`src/rtl/lmc_pkg.sv`:
```
// Package: shared mode codes and bit positions for the long-mode control unit.
// Assumes: control words are at least 32 bits wide, feature image at least 12 bits.
package lmc_pkg;

    typedef enum logic [1:0] {
        MODE_REAL   = 2'd0,
        MODE_PROT   = 2'd1,
        MODE_LONG64 = 2'd2,
        MODE_COMPAT = 2'd3
    } op_mode_t;

    // Feature register bit positions
    localparam int FB_SYSCALL = 0;
    localparam int FB_LME     = 8;
    localparam int FB_LMA     = 10;
    localparam int FB_NXE     = 11;

    // Control word bit positions
    localparam int CB_PROT    = 0;
    localparam int CB_PAGING  = 31;

    // Extension word bit position
    localparam int XB_ADDR_EXT = 5;

endpackage

```
`src/rtl/lmc_feat_reg.sv`:
```
// Module: feature register behind the index/data port.
// Holds syscall, long-mode enable and no-execute bits; shows the derived
// long-mode-active flag in its read image. Checks privilege, reserved bits
// and the rule that long-mode enable is frozen while paging is on.
// Assumes: sel is the arbitrated access grant; rd/wr are the raw strobes.
module lmc_feat_reg
    import lmc_pkg::*;
#(
    parameter int                DATA_W   = 64,
    parameter int                IDX_W    = 32,
    parameter logic [IDX_W-1:0]  FEAT_IDX = 32'hC000_0080
) (
    input  logic              clk,
    input  logic              rst_n,
    input  logic              sel,
    input  logic              wr,
    input  logic              rd,
    input  logic              priv,
    input  logic [IDX_W-1:0]  idx,
    input  logic [DATA_W-1:0] wdata,
    input  logic              paging_on,
    input  logic              lm_active,
    output logic [DATA_W-1:0] rdata,
    output logic              sce,
    output logic              lme,
    output logic              nxe,
    output logic              fault_now
);

    localparam logic [DATA_W-1:0] ONE        = DATA_W'(1);
    localparam logic [DATA_W-1:0] KNOWN_MASK = (ONE << FB_SYSCALL) | (ONE << FB_LME)
                                             | (ONE << FB_LMA)     | (ONE << FB_NXE);

    logic sce_q, lme_q, nxe_q;
    logic hit, rsvd_set, lme_flip, wr_bad, commit;

    // Legality of the presented access
    always_comb begin
        hit       = (idx == FEAT_IDX);
        rsvd_set  = |(wdata & ~KNOWN_MASK);
        lme_flip  = (wdata[FB_LME] != lme_q);
        wr_bad    = wr && hit && (rsvd_set || (lme_flip && paging_on));
        fault_now = sel && (!priv || wr_bad);
        commit    = sel && wr && priv && hit && !wr_bad;
    end

    // Store the writable bits on a legal write
    always_ff @(posedge clk) begin
        if (!rst_n) begin
            sce_q <= 1'b0;
            lme_q <= 1'b0;
            nxe_q <= 1'b0;
        end else if (commit) begin
            sce_q <= wdata[FB_SYSCALL];
            lme_q <= wdata[FB_LME];
            nxe_q <= wdata[FB_NXE];
        end
    end

    // Read image, zero unless a privileged read hits the index
    always_comb begin
        rdata = '0;
        if (rd && priv && hit) begin
            rdata[FB_SYSCALL] = sce_q;
            rdata[FB_LME]     = lme_q;
            rdata[FB_LMA]     = lm_active;
            rdata[FB_NXE]     = nxe_q;
        end
    end

    assign sce = sce_q;
    assign lme = lme_q;
    assign nxe = nxe_q;

endmodule

```
`src/rtl/lmc_ctl_regs.sv`:
```
// Module: protection/paging word, address-extension word, root base, and
// the derived long-mode-active flag.
// Enforces entry order (enable, extensions, paging with protection) and
// exit order (paging off before protection off).
// Assumes: at most one of the three select inputs is high (arbitrated above).
module lmc_ctl_regs
    import lmc_pkg::*;
#(
    parameter int CTL_W      = 32,
    parameter int ROOT_W     = 64,
    parameter int ROOT_ALIGN = 12
) (
    input  logic              clk,
    input  logic              rst_n,
    input  logic              priv,
    input  logic              lme,
    input  logic              ctl_sel,
    input  logic [CTL_W-1:0]  ctl_wdata,
    input  logic              ext_sel,
    input  logic [CTL_W-1:0]  ext_wdata,
    input  logic              root_sel,
    input  logic [ROOT_W-1:0] root_wdata,
    output logic              prot_on,
    output logic              paging_on,
    output logic              addr_ext_on,
    output logic              lm_active,
    output logic [ROOT_W-1:0] root_q,
    output logic              fault_now
);

    localparam logic [ROOT_W-1:0] ONE      = ROOT_W'(1);
    localparam logic [ROOT_W-1:0] LOW_MASK = (ONE << ROOT_ALIGN) - ONE;

    logic pe_q, pg_q, pae_q, lma_q;
    logic n_pe, n_pg, n_pae;
    logic ctl_bad, ext_bad, root_bad;
    logic lma_next;
    logic unused_word_bits;

    // Decode the relevant bits of each write word
    always_comb begin
        n_pe  = ctl_wdata[CB_PROT];
        n_pg  = ctl_wdata[CB_PAGING];
        n_pae = ext_wdata[XB_ADDR_EXT];
    end

    assign unused_word_bits = ^{ctl_wdata, ext_wdata};

    // Legality of each word write against the current state
    always_comb begin
        ctl_bad  = !priv
                || (!n_pe && (n_pg || pg_q))
                || (n_pg && !pg_q && lme && !pae_q);
        ext_bad  = !priv || (!n_pae && lma_q);
        root_bad = !priv;
        fault_now = (ctl_sel && ctl_bad) || (ext_sel && ext_bad) || (root_sel && root_bad);
    end

    // Long mode turns on only with a paging rise under enable+extensions
    always_comb begin
        if (n_pg) begin
            lma_next = lma_q || (!pg_q && lme && pae_q);
        end else begin
            lma_next = 1'b0;
        end
    end

    // Protection, paging and the derived active flag
    always_ff @(posedge clk) begin
        if (!rst_n) begin
            pe_q  <= 1'b0;
            pg_q  <= 1'b0;
            lma_q <= 1'b0;
        end else if (ctl_sel && !ctl_bad) begin
            pe_q  <= n_pe;
            pg_q  <= n_pg;
            lma_q <= lma_next;
        end
    end

    // Address-extension enable
    always_ff @(posedge clk) begin
        if (!rst_n) begin
            pae_q <= 1'b0;
        end else if (ext_sel && !ext_bad) begin
            pae_q <= n_pae;
        end
    end

    // Root table base, low bits dropped
    always_ff @(posedge clk) begin
        if (!rst_n) begin
            root_q <= '0;
        end else if (root_sel && !root_bad) begin
            root_q <= root_wdata & ~LOW_MASK;
        end
    end

    assign prot_on     = pe_q;
    assign paging_on   = pg_q;
    assign addr_ext_on = pae_q;
    assign lm_active   = lma_q;

endmodule

```
`src/rtl/lmc_mode_dec.sv`:
```
// Module: operating mode decoder.
// Maps protection, long-mode-active and the code segment L bit to a mode code.
// Assumes: inputs are stable register outputs plus a live segment bit.
module lmc_mode_dec
    import lmc_pkg::*;
(
    input  logic     prot_on,
    input  logic     lm_active,
    input  logic     cs_long,
    output op_mode_t mode
);

    // Pick the mode; long mode overrides the plain protection view
    always_comb begin
        if (lm_active) begin
            mode = cs_long ? MODE_LONG64 : MODE_COMPAT;
        end else if (prot_on) begin
            mode = MODE_PROT;
        end else begin
            mode = MODE_REAL;
        end
    end

endmodule

```
`src/rtl/lm_mode_ctrl.sv`:
```
// Module: long-mode control register unit (top).
// Arbitrates the four access strobes, hosts the feature register, the
// control words and the mode decoder, and registers a one-cycle fault pulse.
// Assumes: synchronous active-low reset; strobes are single-cycle requests.
module lm_mode_ctrl
    import lmc_pkg::*;
#(
    parameter int               DATA_W     = 64,
    parameter int               IDX_W      = 32,
    parameter int               CTL_W      = 32,
    parameter int               ROOT_ALIGN = 12,
    parameter logic [IDX_W-1:0] FEAT_IDX   = 32'hC000_0080
) (
    input  logic              clk,
    input  logic              rst_n,
    input  logic              ring0,
    input  logic              msr_wr_en,
    input  logic              msr_rd_en,
    input  logic [IDX_W-1:0]  msr_idx,
    input  logic [DATA_W-1:0] msr_wdata,
    output logic [DATA_W-1:0] msr_rdata,
    input  logic              ctl_wr_en,
    input  logic [CTL_W-1:0]  ctl_wdata,
    input  logic              ext_wr_en,
    input  logic [CTL_W-1:0]  ext_wdata,
    input  logic              root_wr_en,
    input  logic [DATA_W-1:0] root_wdata,
    input  logic              cs_long,
    output logic [1:0]        op_mode,
    output logic              lm_active,
    output logic              prot_on,
    output logic              paging_on,
    output logic              addr_ext_on,
    output logic [DATA_W-1:0] root_base,
    output logic              fault
);

    logic     msr_sel, ctl_sel, ext_sel, root_sel;
    logic     feat_fault, word_fault, fault_q;
    logic     sce_q, lme_q, nxe_q;
    logic     unused_feat_bits;
    op_mode_t mode_w;

    // Fixed priority: feature port, control, extension, root
    always_comb begin
        msr_sel  = msr_wr_en || msr_rd_en;
        ctl_sel  = ctl_wr_en && !msr_sel;
        ext_sel  = ext_wr_en && !msr_sel && !ctl_wr_en;
        root_sel = root_wr_en && !msr_sel && !ctl_wr_en && !ext_wr_en;
    end

    lmc_feat_reg #(
        .DATA_W   (DATA_W),
        .IDX_W    (IDX_W),
        .FEAT_IDX (FEAT_IDX)
    ) u_feat (
        .clk       (clk),
        .rst_n     (rst_n),
        .sel       (msr_sel),
        .wr        (msr_wr_en),
        .rd        (msr_rd_en),
        .priv      (ring0),
        .idx       (msr_idx),
        .wdata     (msr_wdata),
        .paging_on (paging_on),
        .lm_active (lm_active),
        .rdata     (msr_rdata),
        .sce       (sce_q),
        .lme       (lme_q),
        .nxe       (nxe_q),
        .fault_now (feat_fault)
    );

    assign unused_feat_bits = sce_q ^ nxe_q;

    lmc_ctl_regs #(
        .CTL_W      (CTL_W),
        .ROOT_W     (DATA_W),
        .ROOT_ALIGN (ROOT_ALIGN)
    ) u_ctl (
        .clk         (clk),
        .rst_n       (rst_n),
        .priv        (ring0),
        .lme         (lme_q),
        .ctl_sel     (ctl_sel),
        .ctl_wdata   (ctl_wdata),
        .ext_sel     (ext_sel),
        .ext_wdata   (ext_wdata),
        .root_sel    (root_sel),
        .root_wdata  (root_wdata),
        .prot_on     (prot_on),
        .paging_on   (paging_on),
        .addr_ext_on (addr_ext_on),
        .lm_active   (lm_active),
        .root_q      (root_base),
        .fault_now   (word_fault)
    );

    lmc_mode_dec u_mode (
        .prot_on   (prot_on),
        .lm_active (lm_active),
        .cs_long   (cs_long),
        .mode      (mode_w)
    );

    // One-cycle fault pulse after an illegal access
    always_ff @(posedge clk) begin
        if (!rst_n) begin
            fault_q <= 1'b0;
        end else begin
            fault_q <= feat_fault || word_fault;
        end
    end

    assign op_mode = mode_w;
    assign fault   = fault_q;

endmodule

```
`config.mk`:
```
export PLATFORM = sky130hd
export DESIGN_NAME = lm_mode_ctrl
export DESIGN_NICKNAME = d
export VERILOG_FILES = /design/src/rtl/lmc_pkg.sv /design/src/rtl/lmc_feat_reg.sv /design/src/rtl/lmc_ctl_regs.sv /design/src/rtl/lmc_mode_dec.sv /design/src/rtl/lm_mode_ctrl.sv
export SDC_FILE = /design/constraint.sdc
export NUM_CORES = 1
export LEC_CHECK = 0
export CAP_MARGIN = 20
export CORE_AREA = 2 2 142 144
export CTS_BUF_LIST = sky130_fd_sc_hd__clkbuf_4
export DETAILED_ROUTE_END_ITERATION = 12
export DIE_AREA = 0 0 144 146
export PLACE_DENSITY = 0.64
export SYNTH_ARGS = -nofsm -noshare
export SYNTH_HDL_FRONTEND = slang
export SYNTH_SLANG_ARGS = --single-unit
```
`constraint.sdc`:
```
create_clock -name clk -period 2.9 [get_ports clk]
set_clock_uncertainty 0.1 [all_clocks]
set_input_delay 0.87 -clock clk [delete_from_list [all_inputs] [get_ports clk]]
set_output_delay 0.87 -clock clk [all_outputs]
set_load 0.02 [all_outputs]
```
* Word level (Yosys, flattened, before mapping)
Index checks and enable logic that the tools add are counted.
** Operators by class
- Equal/unequal tests :: 2
- Multiplexer cells :: 7
- Reductions and logical operators :: 52
** Operators by type and width (count)
- OR reduction 60 bit :: 1
- == test 32 bit (second input constant) :: 1
- logical AND 1 bit :: 29
- logical NOT 1 bit :: 11
- logical OR 1 bit :: 11
- 2-to-1 mux 1 bit :: 5
- 2-to-1 mux 2 bit :: 2
- inequality test 1 bit :: 1
** Storage, ports and cells
- Bits in registers :: 60
- Input bits :: 233
- Output and inout bits :: 135
- Word-level logic and storage cells :: 70

* Longest topological paths before layout
Gate-level depths: netlist (run 1).
- Word-level depth :: 9
- Mapped depth :: 6

* Hierarchy
A second synthesis (run 1) with hierarchy kept.
** Second synthesis, totals
- Cells, all modules :: 403
- Area total of the unflattened synthesis :: 3229.3 sq um
** Modules (own cells, without submodules)
- lmc_ctl_regs :: instances 1, cells each 271, area each 2238.4 sq um, seq. area each 1121.1 sq um
- lmc_feat_reg :: instances 1, cells each 122, area each 894.6 sq um, seq. area each 60.1 sq um
- lm_mode_ctrl :: instances 1, cells each 7, area each 75.1 sq um, seq. area each 20.0 sq um
- lmc_mode_dec :: instances 1, cells each 3, area each 21.3 sq um, seq. area each 0.0 sq um

* Worst setup path after synthesis (run 1)
Ideal clock, no wire load.
- Path kind :: input-to-output
- Start :: input msr_idx[1]
- End :: output msr_rdata[0]
- Arrival :: 1866 ps
- Setup slack :: 64 ps
- Stages :: 5
- Path buffers :: 0
- Cells stage by stage :: nor4b_1 > nand4_1 > nor2_1 > nand3_1 > nor2_1
** Between the ends
- Longest elaborated chain between the ends :: 3
** RTL lines
- start, declared :: line lm_mode_ctrl.sv:19 : input logic [IDX_W-1:0] msr_idx,
- == test 32 bit :: line lmc_feat_reg.sv:39 : hit = (idx == FEAT_IDX);
- logical AND 1 bit :: line lmc_feat_reg.sv:63 : if (rd && priv && hit) begin
- 2-to-1 mux 1 bit :: line lmc_feat_reg.sv:63
- end, declared :: line lm_mode_ctrl.sv:21 : output logic [DATA_W-1:0] msr_rdata,
Every way passes these cells.

* Worst setup path in the final report (run 1)
- Start :: input msr_idx[3]
- End :: output msr_rdata[11]
** Between the ends
- Longest elaborated chain between the ends :: 3
** RTL lines (line)
- == test 32 bit :: lmc_feat_reg.sv:39
- logical AND 1 bit :: lmc_feat_reg.sv:63
- 2-to-1 mux 2 bit :: lmc_feat_reg.sv:63
Every way passes these cells.

==> results of run 1 <==
-- area by class of cell --
class                      instances  area [um2]  share of cell area
clock buffer                      10       75.07             0.01345
clock inverter                     5       53.80            0.009641
inverter                           9       33.78            0.006054
multi-input combinational        310        1572              0.2816
sequential                        60        1201              0.2152
tap                              265       331.6             0.05942
timing repair buffer             243        2313              0.4146
-- cell families (layout without fill, tap and decap cells) --
| group | count (synthesis) | in the layout | synth area share |
|---|---|---|---|
| flops | 60 | 60 | 0.3936 |
| xor+xnor | 1 | 1 | 0.002871 |
| mux | 2 | 2 | 0.006560 |
| compound gates | 71 | 71 | 0.1197 |
| other cells | 1 | 72 | 0.001229 |
| simple gates | 164 | 164 | 0.2534 |
| buf+inv | 98 | 267 | 0.2226 |
-- worst min-delay path by stage --
stage / end
finish: u_ctl.root_q[37]
global route: u_ctl.root_q[60]
CTS: u_ctl.root_q[37]
detailed placement: u_ctl.root_q[24]
global placement: u_ctl.root_q[17]
floorplan: u_feat.nxe
-- registers in the layout, summed over array words and instances (netlist names) --
| signal | cells |
|---|---|
| u_feat.nxe | 1 |
| u_ctl.addr_ext_on | 1 |
| u_ctl.lm_active | 1 |
| u_ctl.paging_on | 1 |
| u_feat.lme | 1 |
| u_ctl.root_q | 52 |
| fault | 1 |
| u_feat.sce | 1 |
| u_ctl.prot_on | 1 |
-- per-layer routing --
layer / up-vias / wire length [um]
met3: 13 / 1001
li1: 1663 / -
met1: 1487 / 4167
met2: 182 / 5786
met5: - / 0
met4: 0 / 147
-- stage by stage --
stage / utilization / worst slack, ns
after floorplan: - / 0.06377
after global placement: 0.2769 / -1.049
after detailed placement: 0.2769 / -1.060
after CTS: 0.2852 / -0.1166
after global routing: 0.2886 / -0.2233
final: 0.2886 / -0.1511
-- layout by cell type, fill, tap and decap left out, drive strengths merged, types with 7 or more instances in the layout --
master         count
nor2              12
clkbuf            16
clkdlybuf4s50    184
conb              72
nor4              18
o21ai              7
inv                9
dfxtp             60
nand2            106
nand4              7
a21oi             60
buf               47
-- critical path, delay by kind of cell --
family        cells  cell delay [ns]
buf+inv           2             0.24
simple gates      5             0.97
-- power groups by stage --
stage               sequential (mW)  clock, mW  combinational (mW)
CTS                           0.835      0.631               0.381
floorplan                     0.862          0               0.196
finish                        0.835      0.581               0.388
global route                  0.836      0.666               0.415
detailed placement            0.854          0               0.386
global placement              0.854          0               0.385
-- timing repair --
action                                  in CTS  in global routing
pin swaps                                   16                 12
hold buffers                                 0                  0
endpoints found under the setup margin       5                  7
cloned                                       0                  0
gates resized for setup                    134                 26
buffers inserted                             7                  0
==> qor.yml, run 1 <==
outcome:
  status: "finished with violations"
  violations: "setup timing"
setup_path:
  required_ns: 1.93
  cp-startpoint: "msr_idx[3]"
  cpPeakStageDelay_ns: 0.26
  end_kind: "output pin"
  regToRegSetupSlack_ns: 1.06
  endpoint: "msr_rdata[11]"
  critPathArrivalTime_ns: 2.08
  r2r-end: "u_ctl.lm_active"
  startpoint_type: "input port"
  critPathKind: "input port to output pin"
  rr_worst_depth: 5
  crit_path_cell_trace: "buf_6 > nor4b_4 > nand4_1 > nor2_2 > nand3_4 > nor2_1 > buf_4"
  timing.rr.start: "u_feat.lme"
  crit_slowest_cell: "nor4b_4"
  crit_fanout: 4
route:
  drt-initial-drc-count: 76
  wl_per_cell_um: 12.31
  first_pass_iters: 4
  postRouteAntennaNets: 0
  vias_per_cell: 3.708
  wl_mm: 11.10
  route.detailed.drc: 0
  vias: 3345
placed_design:
  gp_congestion: 0.7595
  place_hpwl_mm: 8.463
  portBuffers: 221
  post_dp_cell_area_um2: 5354
  placedCellCount: 880
timing:
  whs_ns: 0.3569
  finalHoldViolations: 0
  finalSetupViolCount: 6
  fin_ws_ns: -0.1511
  period_share: 1.052
  rsz0062_at_grt: "yes"
  fmax_mhz: 327.7
  layout_min_cycle_time_ns: 3.051
  slew_violations: 0
  tns_ns: -0.5844
clocking:
  numCtsBuffers: 9
  cts.sinks: 60
  clock_latency_ns: 0.41
  clockBufferDepth: 2
  clkTransAtPathRegs_ns: 0.10
  clockRootBuffer: "clkbuf_4"
  tritoncts: "built"
  ctsHtreeMaxLevel: 3
power:
  power_frac_seq: 0.463
  finalPower_mw: 1.804
  switchingPower_mw: 0.5007
  p_per_area_nw_per_um2: 323.3
  p_leak_nw: 2.020
  clkPwrFrac: 0.322
  p_comb_frac: 0.215
  ir_worst_vdd_v: 0.0001191
  switching_share: 0.2776
  internal_power_mw: 1.303
final_layout:
  finalInstanceArea_um2: 5580
  nNetsFinal: 866
  areaGrowthSynthToFinish_pct: 82.86
  nFillCells: 2092
  drive_above_1_share: 0.1397
  antenna_cells: 0
  instances_no_fill: 902
die:
  die_area_um2: 21020
  fp.coreArea_um2: 19330
  die_x_um: 144
  placementRows: 51
  initial_core_util: 0.1578
  boundaryPins: 368
  dieHeight_um: 146
grt:
  grt_max_degree: 42
  first_global_vias: 3255
  grt_antenna_before_repair: 0
  grtUsageMet2: 0.1890
  grt_busiest_layer: "met2"
  globalRouteMet3Util: 0.03784
  grt_pass1_wl_mm: 16.43
  grt-ovfl-total: 0
  grtUsageMet1: 0.1051
  grtUsageTotal: 0.1025
yosys:
  yosysTopAreaCell: "dfxtp_1"
  synth_warnings: 0
  synth_edf_count: 0
  seq_area_frac_synth: 0.3936
  synthTopCellsByArea: "dfxtp_1 39%, buf_4 18%, nand2_1 13%"
  synth_cells: 397
  synth_most_common_cell: "nand2_1"
  synthFlopType: "dfxtp_1"
  synth_top_area_frac: 0.3936
  synth_commonest_cells: "106 x nand2_1, 73 x buf_4, 60 x a21oi_1, 60 x dfxtp_1, 18 x nor4_1"
  netlist_area_um2: 3052
  synth_seq_cells: 60
  async_reset_ff_frac: 0
  netlist-cell-type-count: 30
  avgSynthCellArea_um2: 7.687
min_path:
  min-delay-start: "u_ctl.root_q[37]"
  hold_depth: 2
  hp-class: "flop to flop"
run:
  drv_cap: 0
No activity file was read; power rests on OpenSTA's default activity.
==> run 2: changes to the inputs <==
--- a/config.mk
+++ b/config.mk
@@ -11,6 +11,7 @@
 export DETAILED_ROUTE_END_ITERATION = 12
 export DIE_AREA = 0 0 144 146
 export PLACE_DENSITY = 0.64
+export SLEW_MARGIN = 40
 export SYNTH_ARGS = -nofsm -noshare
 export SYNTH_HDL_FRONTEND = slang
 export SYNTH_SLANG_ARGS = --single-unit
==> results of run 2 <==
The final DEF is identical to that of run 1; final timing and power are the same.
